--- src/rtl/pcm_pkg.sv ---
package pcm_pkg;
  typedef enum logic [1:0] {
    SEL_CHG  = 2'd0,
    SEL_PULL = 2'd1,
    SEL_CTRL = 2'd2,
    SEL_NONE = 2'd3
  } cfg_sel_e;
endpackage

--- src/rtl/pcm_sync.sv ---
module pcm_sync #(
  parameter int W      = 24,
  parameter int STAGES = 2
) (
  input  logic         clk,
  input  logic         rst_n,
  input  logic [W-1:0] d,
  output logic [W-1:0] q
);
  logic [W-1:0] stg_q [STAGES];
  logic [W-1:0] stg_d [STAGES];

  for (genvar gi = 0; gi < STAGES; gi++) begin : g_stage
    if (gi == 0) begin : g_first
      always_comb stg_d[gi] = d;
    end else begin : g_next
      always_comb stg_d[gi] = stg_q[gi-1];
    end
    always_ff @(posedge clk or negedge rst_n) begin
      if (!rst_n) stg_q[gi] <= '0;
      else        stg_q[gi] <= stg_d[gi];
    end
  end

  assign q = stg_q[STAGES-1];
endmodule

--- src/rtl/pcm_detect.sv ---
module pcm_detect #(
  parameter int W = 24
) (
  input  logic         clk,
  input  logic         rst_n,
  input  logic [W-1:0] cur,
  input  logic [W-1:0] en,
  output logic [W-1:0] prev,
  output logic         hit
);
  logic [W-1:0] prev_q;
  logic [W-1:0] prev_d;
  logic [W-1:0] diff;

  // previous level always follows the pin, enabled or not
  always_comb prev_d = cur;

  always_ff @(posedge clk or negedge rst_n) begin
    if (!rst_n) prev_q <= '0;
    else        prev_q <= prev_d;
  end

  always_comb begin
    diff = (cur ^ prev_q) & en;
    hit  = |diff;
  end

  assign prev = prev_q;
endmodule

--- src/rtl/pcm_cfg.sv ---
module pcm_cfg
  import pcm_pkg::*;
#(
  parameter int W = 24
) (
  input  logic         clk,
  input  logic         rst_n,
  input  logic         wr_en,
  input  logic [1:0]   wr_sel,
  input  logic [W-1:0] wr_data,
  output logic [W-1:0] chg_en,
  output logic [W-1:0] pull_en,
  output logic         glb_en
);
  logic [W-1:0] chg_q, chg_d;
  logic [W-1:0] pull_q, pull_d;
  logic         glb_q, glb_d;
  logic         chg_ce, pull_ce, glb_ce;

  always_comb begin
    chg_ce  = 1'b0;
    pull_ce = 1'b0;
    glb_ce  = 1'b0;
    if (wr_en) begin
      case (cfg_sel_e'(wr_sel))
        SEL_CHG:  chg_ce  = 1'b1;
        SEL_PULL: pull_ce = 1'b1;
        SEL_CTRL: glb_ce  = 1'b1;
        default:  ;
      endcase
    end
    chg_d  = wr_data;
    pull_d = wr_data;
    glb_d  = wr_data[0];
  end

  always_ff @(posedge clk or negedge rst_n) begin
    if (!rst_n) begin
      chg_q  <= '0;
      pull_q <= '0;
      glb_q  <= 1'b0;
    end else begin
      if (chg_ce)  chg_q  <= chg_d;
      if (pull_ce) pull_q <= pull_d;
      if (glb_ce)  glb_q  <= glb_d;
    end
  end

  assign chg_en  = chg_q;
  assign pull_en = pull_q;
  assign glb_en  = glb_q;
endmodule

--- src/rtl/pcm_flag.sv ---
module pcm_flag (
  input  logic clk,
  input  logic rst_n,
  input  logic hit,
  input  logic clr,
  output logic flag
);
  logic flag_q, flag_d;

  // a set has priority over a clear in the same cycle
  always_comb begin
    if (hit)      flag_d = 1'b1;
    else if (clr) flag_d = 1'b0;
    else          flag_d = flag_q;
  end

  always_ff @(posedge clk or negedge rst_n) begin
    if (!rst_n) flag_q <= 1'b0;
    else        flag_q <= flag_d;
  end

  assign flag = flag_q;
endmodule

--- src/rtl/pin_change_monitor.sv ---
module pin_change_monitor #(
  parameter int NUM_PINS    = 24,
  parameter int SYNC_STAGES = 2
) (
  input  logic                clk,
  input  logic                rst_n,
  input  logic [NUM_PINS-1:0] pin_in,
  input  logic                wr_en,
  input  logic [1:0]          wr_sel,
  input  logic [NUM_PINS-1:0] wr_data,
  input  logic                flag_clr,
  output logic [NUM_PINS-1:0] chg_en,
  output logic [NUM_PINS-1:0] pullup_en,
  output logic                glb_en,
  output logic                chg_flag,
  output logic                irq
);
  logic [NUM_PINS-1:0] pin_sync;
  logic [NUM_PINS-1:0] pin_prev;
  logic                chg_hit;

  pcm_sync #(.W(NUM_PINS), .STAGES(SYNC_STAGES)) u_sync (
    .clk(clk), .rst_n(rst_n), .d(pin_in), .q(pin_sync)
  );

  pcm_cfg #(.W(NUM_PINS)) u_cfg (
    .clk(clk), .rst_n(rst_n), .wr_en(wr_en), .wr_sel(wr_sel),
    .wr_data(wr_data), .chg_en(chg_en), .pull_en(pullup_en), .glb_en(glb_en)
  );

  pcm_detect #(.W(NUM_PINS)) u_det (
    .clk(clk), .rst_n(rst_n), .cur(pin_sync), .en(chg_en),
    .prev(pin_prev), .hit(chg_hit)
  );

  pcm_flag u_flag (
    .clk(clk), .rst_n(rst_n), .hit(chg_hit), .clr(flag_clr), .flag(chg_flag)
  );

  assign irq = chg_flag & glb_en;
endmodule

--- config.mk ---
export PLATFORM = sky130hd
export DESIGN_NAME = pin_change_monitor
export DESIGN_NICKNAME = d
export VERILOG_FILES = /design/src/rtl/pcm_pkg.sv /design/src/rtl/pcm_sync.sv /design/src/rtl/pcm_detect.sv /design/src/rtl/pcm_cfg.sv /design/src/rtl/pcm_flag.sv /design/src/rtl/pin_change_monitor.sv
export SDC_FILE = /design/constraint.sdc
export NUM_CORES = 1
export LEC_CHECK = 0
export BUFFER_PORTS_ARGS = -buffer_cell sky130_fd_sc_hd__buf_2
export CORE_ASPECT_RATIO = 0.75
export CORE_UTILIZATION = 47
export DETAILED_ROUTE_END_ITERATION = 10
export GPL_TIMING_DRIVEN = 0
export PLACE_DENSITY = 0.83
export SYNTH_ARGS = -nofsm -noshare
export SYNTH_HDL_FRONTEND = slang
export SYNTH_SLANG_ARGS = --single-unit
--- constraint.sdc ---
create_clock -name clk -period 1.28 [get_ports clk]
set_input_delay 0.064 -clock clk [delete_from_list [all_inputs] [get_ports clk]]
set_output_delay 0.064 -clock clk [all_outputs]
set_load 0.03 [all_outputs]
==> results.md, run 1 <==
Outcome:
- The run finished, with violations left.
- The checks that failed: setup timing.

Drt:
- The detailed-route via count is between 2000 and 2500.
- For this block, the initial DRC count from the detailed router was 85.
- After detailed routing, the number of remaining DRC violations is 0.
- The final antenna-violating net count is 0.
- After detailed routing, the number of vias per cell comes to 4.681.
- The routed wire length is around 8 mm.
- For this run, the detailed router's first-pass iteration total came to 4.
- The mean routed wirelength per cell is 15.37 um.

Place:
- At the end of routability-driven placement, the weighted congestion stood at 0.7577.
- The count of input and output buffers is around 100.
- The detailed placement HPWL is between 5 and 6 mm.

Pwr:
- For this design the total switching power over the nets is 2.919 mW.
- The worst ir drop on vdd is 1.100 mV.
- The power share of the combinational group is 0.158.
- Of the total power, the share spent switching nets is 0.2640.
- The part of the power in registers is 0.410.
- Internal power comes to between 8 and 9 mW.
- The cell area power density is 1896 nW/um^2.
- The clock power share is 0.432.
- The leakage power summed over all cells is between 2 and 3 nW.

Clocking:
- The CTS tree is yes.
- Clock tree synthesis found a total of 122 sinks.
- The insertion delay of the later-clocked pin in the worst-skew pair is ~0.40 ns.
- The H-tree depth is 4.
- The maximum clock insertion buffer count is 2.
- The cell at the root of the clock tree is clkbuf_16.
- In this run, CTS created clock tree buffers numbering 17.
- The CTS clock-pin slew for the worst setup and hold paths is about 0.050 ns.

Final layout:
- For this run, the share of the core covered by cells in the final layout is 0.7206.
- The final-layout fill cell count is ~530.
- Across the whole layout, storage elements account for between 3000 and 4000 um^2.
- The library cell used most frequently in the layout, excluding fill and tap cells, is dfrtp_1.
- The number of antenna repair diodes is 0.
- The final net count is roughly 450.
- The layout cell share with drive strength beyond 1 is 0.4877.
- The multi-input logic area is 948.4 um^2.
- The area overhead of the layout relative to synthesis is 44.80%.
- The library cells used most frequently in the layout, excluding fill and tap cells, are 117 x dfrtp_1, 103 x buf_2, 49 x dlygate4sd3_1, 48 x mux2_2, 24 x xor2_1.

Worst setup path:
- Together, buffers and inverters on the worst path number 0.
- The required time reported for the critical path endpoint is approximately 1.5 ns.
- The type of origin of the critical path is a flip-flop.
- The kind of end point of the critical path is a flip-flop.
- The cell with the biggest individual delay on the critical path is dfrtp_1.
- The cell repeated most along the worst path is nand4_1.
- The cell family contributing the most delay on the critical path is compound AO/OA/AOI/OAI gates.
- The number of cells on the worst reg-to-reg path is 5.
- The startpoint of the lowest-slack register-to-register path is u_det.prev[6].
- The data arrival time of the critical path is about 1.7 ns.
- The maximum fanout count along the critical path is 1.
- Walking the worst path, the cells encountered are xor2_1, a22oi_2, nand4_1, a2111oi_2, nand4_1.
- For this run, the slowest stage of the critical path takes around 0.37 ns.
- The setup slack of the worst register-to-register path is -0.20 ns.
- The setup path with the least slack is of type flip-flop to flip-flop.
- The endpoint identified for the worst register-to-register timing path is u_flag.flag.

GRT:
- For this run the aggregate overflow at the end of global routing stands at 0.
- The total global-route track usage is 0.1941.
- The number of global-route vias before repair is about 2500.
- Entering global routing, the biggest net connects between 60 and 70 pins.
- The global-route wire length before repair is 12.34 mm.
- The initial antenna violation count is 0.

Flow run:
- The tool flagged a number of max-cap violations equal to 0.

Yosys:
- After synthesis the netlist holds a flip-flop and latch count of about 120.
- The average size of a mapped cell is roughly 18 um^2.
- Synthesis handed over a netlist of 220 instances.
- By area the synthesized netlist is led by dfrtp_1 76%, mux2_2 13%, xor2_1 5.2%.
- Yosys printed 0 warnings.
- The fraction of post-synthesis cell area in the top cell type by area is 0.7580.
- The number of distinct library cell variants in the gate-level netlist after synthesis is 18.
- The post-synthesis cell type with the largest combined area is dfrtp_1.
- For this run, the register share of the synthesized area comes to 0.7580.
- The cell area after synthesis is approximately 4000 um^2.
- The number of nets handed over by synthesis was 274.

Timing:
- Setup repair after global routing could not meet its margin everywhere.
- The count of endpoints failing setup in the final report is 1.
- The final number of hold-violating endpoints is 0.
- For the finished layout, the period the worst path requires is approximately 1.5 ns.
- The relative max-transition margin is 0.6559.
- The largest clock skew in the final design is approximately 0.012 ns.
- In the post-route analysis, the smallest setup slack over all paths is -0.2019 ns.
- The minimum hold slack is between 0.07 and 0.08 ns.
- The number of max-slew violations in the final report is 0.
- The period utilization is 1.158.
- For the pin with the worst max-slew slack, the measured transition is ~0.52 ns.
- The maximum operating frequency is approximately 670 MHz.

Worst hold path:
- The cell count of the worst hold path is 4.
- The end point of the most critical hold path is u_flag.flag.
- The startpoint of the most critical hold path is flag_clr.
- In this run the worst hold path is classified as input port to flip-flop.

Floorplan:
- The die is approximately 82 um tall.
- approximately 110 I/O pins were placed.
- The die outline area is between 8000 and 9000 um^2.
- The floorplan row count is 28.
- For this configuration, the core starts out at a cell density of 0.4977.
- The die width is approximately 110 um.
- The area of the core is 8093 um^2.
routing by layer:
metal / track usage / wire length, um
met4: 0.05676 / 63
met3: 0.06436 / 448
met1: 0.2481 / 3479
met2: 0.3189 / 3861
met5: 0 / 0
timing repair:
item | in CTS | in global routing
endpoints found under the setup margin | 1 | 1
buffers inserted | 0 | 0
resized for setup | 1 | 2
pin swaps | 5 | 2
hold endpoints to repair | 127 | 0
hold buffers | 49 | 0
state kept, by name, indices dropped and copies added, names as in the netlist:
name,count
u_flag.flag,1
u_det.prev,24
u_cfg.glb_en,1
u_cfg.chg_en,24
u_sync.q,24
u_cfg.pull_en,24
u_sync.stg_d,24
power groups by stage:
| stage | combinational, mW | clock (mW) | sequential, mW |
|---|---|---|---|
| 5_1_grt | 1.87 | 5.05 | 4.59 |
| 2_1_floorplan | 0.430 | 0 | 5.15 |
| 3_5_place_dp | 1.63 | 0 | 4.59 |
| 6_report | 1.75 | 4.77 | 4.54 |
| 3_3_place_gp | 1.59 | 0 | 4.57 |
| 4_1_cts | 1.76 | 4.88 | 4.53 |
how the worst max path moves through the flow:
| stage | start | endpoint | slack, ns | cells after the start |
|---|---|---|---|---|
| after floorplan | u_det.prev[14] | u_flag.flag | -0.03 | 5 |
| after global placement | rst_n | u_cfg.chg_en[14] | -1.42 | 1 |
| after detailed placement | u_sync.q[6] | u_flag.flag | -0.39 | 5 |
| after CTS | u_det.prev[1] | u_flag.flag | -0.23 | 5 |
| after global routing | u_sync.q[6] | u_flag.flag | -0.29 | 5 |
| final | u_det.prev[6] | u_flag.flag | -0.20 | 5 |
through the flow:
step	setup TNS [ns]	cell area (um^2)	setup slack, ns	total power [mW]	cells
6_report	-0.2019	5832	-0.2019	11.06	511
5_1_grt	-0.2923	5832	-0.2923	11.52	511
4_1_cts	-0.2314	5822	-0.2314	11.16	511
3_5_place_dp	-2.061	4720	-0.3939	6.221	430
3_3_place_gp	-149.72	4686	-1.421	6.159	429
2_1_floorplan	-0.02521	4034	-0.02521	5.576	220
tightest hold or removal path, stage by stage:
cell       delay, ns
buf_2           0.10
nor2b_1         0.13
a2111oi_2       0.06
nand4_1         0.06
synthesized netlist by cell type (all sizes together):
cell / number
a221oi: 2
buf: 4
nand2: 2
nor3b: 1
nand3b: 1
nand4: 2
a22o: 2
mux2: 49
a222oi: 1
dfrtp: 122
a2111oi: 1
nor2: 1
a22oi: 6
xor2: 24
and2: 1
nor2b: 1
cell families (layout without fill, tap and decap cells):
logic type | after synthesis | after routing | share of synthesized area
compound gates | 12 | 12 | 0.02609
xor+xnor | 24 | 24 | 0.05219
buf+inv | 4 | 190 | 0.01025
flops | 122 | 122 | 0.7580
mux | 49 | 49 | 0.1370
simple gates | 9 | 9 | 0.01647
cell type report:
cell class | instances | area share
Buffer | 4 | 0.007080
Clock buffer | 21 | 0.07895
Clock inverter | 11 | 0.02510
Multi-Input combinational cell | 94 | 0.1626
Sequential cell | 122 | 0.5246
Tap cell | 105 | 0.02253
Timing Repair Buffer | 154 | 0.1791
Power figures use the tool's default switching activity.
==> run 2, diff against run 1 <==
RECOVER_POWER = 100   (was default)
==> run 2 against run 1 <==
- the run still ends with setup timing left
- worst setup slack lost 0.0051 ns
- wire length is 0.27% lower
- core utilization is 1.1 points lower
- critical endpoint unchanged
==> results.md, run 2 (same netlist as run 1, synthesis figures left out) <==
Pwr:
- The internal power component is 8.053 mW (-1.0%).
- The switching part of the total power is 0.2664 (+0.002335).
- The part of the power in registers is 0.414 (+0.004).
- The worst ir drop on vdd was 1.100 mV (about the same).
- The leakage power summed over all cells was 2.585 nW (-5.2%).
- The switching power of the nets was 2.924 mW (+0.17%).
- The clock power share was 0.435 (+0.003).
- The power share of the combinational group is 0.151 (-0.007).
- The cell area power density is 1912 nW/um^2 (+0.87%).

Final layout:
- The multi-input logic area came to 938.4 um^2 (-1.1%).
- The top cell types in the final layout, fill and taps aside, are 117 x dfrtp_1, 51 x buf_2, 49 x dlygate4sd3_1, 48 x mux2_2, 47 x clkbuf_1.
- The final-layout fill cell count is 549 (+4.6%).
- The layout cell share with drive strength beyond 1 was 0.3744 (-0.1133).
- The most common library cell in the layout ignoring fill and taps is dfrtp_1.
- Relative to the synthesized area, the layout overhead comes to 42.53%.
- The number of antenna repair diodes is 0 (unchanged).
- The storage element area came to 3059 um^2 (unchanged).
- The final net count came to 447 (unchanged).

Clocking:
- The CTS clock-pin slew for the worst setup and hold paths is 0.05 ns (about the same).
- The TritonCTS buffer count is 17 (unchanged).
- The insertion delay of the later-clocked pin in the worst-skew pair is 0.40 ns (about the same).
- The cell sitting at the root of the clock tree is a clkbuf_16.
- The maximum clock insertion buffer count is 2 (unchanged).
- The H-tree depth came to 4 (unchanged).
- The number of clock sinks seen by CTS is 122 (unchanged).
- TritonCTS built the clock tree.
- The number of buffers inserted to repair setup after CTS is 0 (unchanged).

Worst setup path:
- The sum of buffers and inverters on the critical path is 0 (unchanged).
- The number of gates on the worst path with buffers counted is 5 (unchanged).
- The required time reported for the critical path endpoint is 1.52 ns (about the same).
- The number of cells on the worst reg-to-reg path is 5 (unchanged).
- The worst register-to-register path ends at u_flag.flag.
- STA classifies the critical path startpoint as a flip-flop.
- The kind of end point of the critical path is a flip-flop.
- The data arrival time of the critical path is 1.73 ns (about the same).
- Traced cell by cell, the critical path runs through xor2_1, a22oi_2, nand4_1, a2111oi_2, nand4_1.
- The class of the most critical setup path is flip-flop to flip-flop.
- The largest stage delay on the critical path was 0.37 ns (about the same).
- The startpoint of the lowest-slack register-to-register path is u_det.prev[6].
- The cell repeated most along the worst path is nand4_1.
- On the critical path the largest part of the delay comes from compound AO/OA/AOI/OAI gates.
- The maximum fanout count along the critical path is 1 (unchanged).
- The end point of the critical path is u_flag.flag.
- For this design, the slowest cell found on the critical path is dfrtp_1.
- In this run the worst setup path begins at u_det.prev[6].
- The setup slack of the worst register-to-register path is -0.21 ns (about the same).

GRT:
- The number of global-route vias before repair is 2524 (unchanged).
- The largest net degree at the start of global routing is 69 (unchanged).
- The overall overflow remaining after global route is 0 (unchanged).
- The initial antenna violation count was 0 (unchanged).
- The total global-route track usage is 0.1941 (unchanged).
- The global-route wire length before repair is 12.34 mm (unchanged).

Place:
- The pre-CTS worst setup slack is -0.3939 ns (unchanged).
- The count of input and output buffers was 104 (unchanged).
- The global placer's final weighted congestion is 0.7577 (unchanged).
- The detailed placement HPWL is 5.028 mm (unchanged).

Floorplan:
- The floorplan row count came to 28 (unchanged).
- The die width is 108.9 um (unchanged).
- The overall die height was 82.17 um (unchanged).
- The number of top-level pins was 105 (unchanged).
- The initial core utilization is 0.4977 (unchanged).
- The area of the core was 8093 um^2 (unchanged).
- The die outline area is 8947 um^2 (unchanged).

Outcome:
- The final reports fail on setup timing.
- The run finished, with violations left.

Drt:
- The detailed-route via count came to 2399 (+0.29%).
- The routed wire length is 7.831 mm (-0.27%).
- The number of remaining DRC errors was 0 (unchanged).
- The count of TritonRoute iterations in the first routing pass came to 4 (unchanged).
- The mean routed wirelength per cell is 15.32 um (-0.27%).
- The number of DRC violations after detailed-routing iteration 0 came to 71 (-16%).
- The average via count per standard cell came to 4.695 (+0.29%).
- The final antenna-violating net count was 0 (unchanged).

Timing:
- The final number of hold-violating endpoints came to 0 (unchanged).
- The maximum operating frequency was 672.5 MHz (-0.35%).
- The minimum hold slack is 0.07449 ns (+0.003969 ns).
- The transition time at the pin with the least slew margin is 0.7646 ns (+0.2485 ns).
- The period utilization came to 1.162 (+0.004016).
- The setup slack after layout came to -0.2070 ns (-0.005141 ns).
- The count of endpoints failing setup in the final report is 1 (unchanged).
- The relative max-transition margin came to 0.4903 (-0.1656).
- The time the final worst path needs with I/O delays and setup is 1.487 ns (+0.005141 ns).
- Setup repair after global routing could not meet its margin everywhere.
- The largest clock skew in the final design is 0.01246 ns (+0.0001125 ns).
- The number of max-slew violations in the final report came to 0 (unchanged).

Flow run:
- The number of max-cap violations is 0 (unchanged).

Worst hold path:
- The worst min-delay path class is input port to flip-flop.
[run 2: per-stage QoR]
stage | util | instances | cell area, um^2 | power (mW) | setup TNS (ns)
after floorplan | - | 220 | 4034 | 5.576 | -0.02521
after global placement | 0.5790 | 429 | 4686 | 6.159 | -149.72
after detailed placement | 0.5832 | 430 | 4720 | 6.221 | -2.061
after CTS | 0.7194 | 511 | 5822 | 11.16 | -0.2314
after global routing | 0.7093 | 511 | 5741 | 11.44 | -0.7511
final | 0.7093 | 511 | 5741 | 10.98 | -0.2070
[run 2: cell type report]
| type | count | share of cell area |
|---|---|---|
| flip-flops and latches | 122 | 0.5329 |
| repair buffers | 154 | 0.1715 |
| multi-input cells | 94 | 0.1635 |
| clock buffers | 21 | 0.08021 |
| clock inverters | 11 | 0.02550 |
| well taps | 105 | 0.02289 |
| plain buffers | 4 | 0.003487 |
[run 2: worst min path at each step]
stage,start,to,cells past startpoint
finish,flag_clr,u_flag.flag,4
floorplan,rst_n,u_cfg.chg_en[0],0
CTS,flag_clr,u_flag.flag,4
detailed placement,rst_n,u_cfg.pull_en[10],1
global route,flag_clr,u_flag.flag,4
global placement,pin_in[23],u_sync.stg_d[23],1
[run 2: worst min-delay path: stages]
cell and delay (ns):
buf_2 0.10, nor2b_1 0.14, a2111oi_2 0.06, nand4_1 0.06
[run 2: repair_timing]
| action | in CTS | in global routing |
|---|---|---|
| endpoints found under the hold margin | 127 | 0 |
| pin swaps | 5 | 2 |
| hold buffers | 49 | 0 |
| endpoints found under the setup margin | 1 | 1 |
| resized for setup | 1 | 2 |
[run 2: per-layer routing]
metal / GRT usage / up-vias / wire length [um]
li1: - / 1118 / -
met1: 0.2481 / 1205 / 3509
met2: 0.3189 / 72 / 3891
met3: 0.06436 / 4 / 403
met4: 0.05676 / 0 / 26
met5: 0 / - / 0
[run 2: power groups by stage]
stage                     Combinational [mW]  Sequential [mW]  Clock, mW
final                                   1.66             4.55       4.77
after global routing                    1.79             4.60       5.05
after CTS                               1.76             4.53       4.88
after detailed placement                1.63             4.59          0
after global placement                  1.59             4.57          0
after floorplan                        0.430             5.15          0
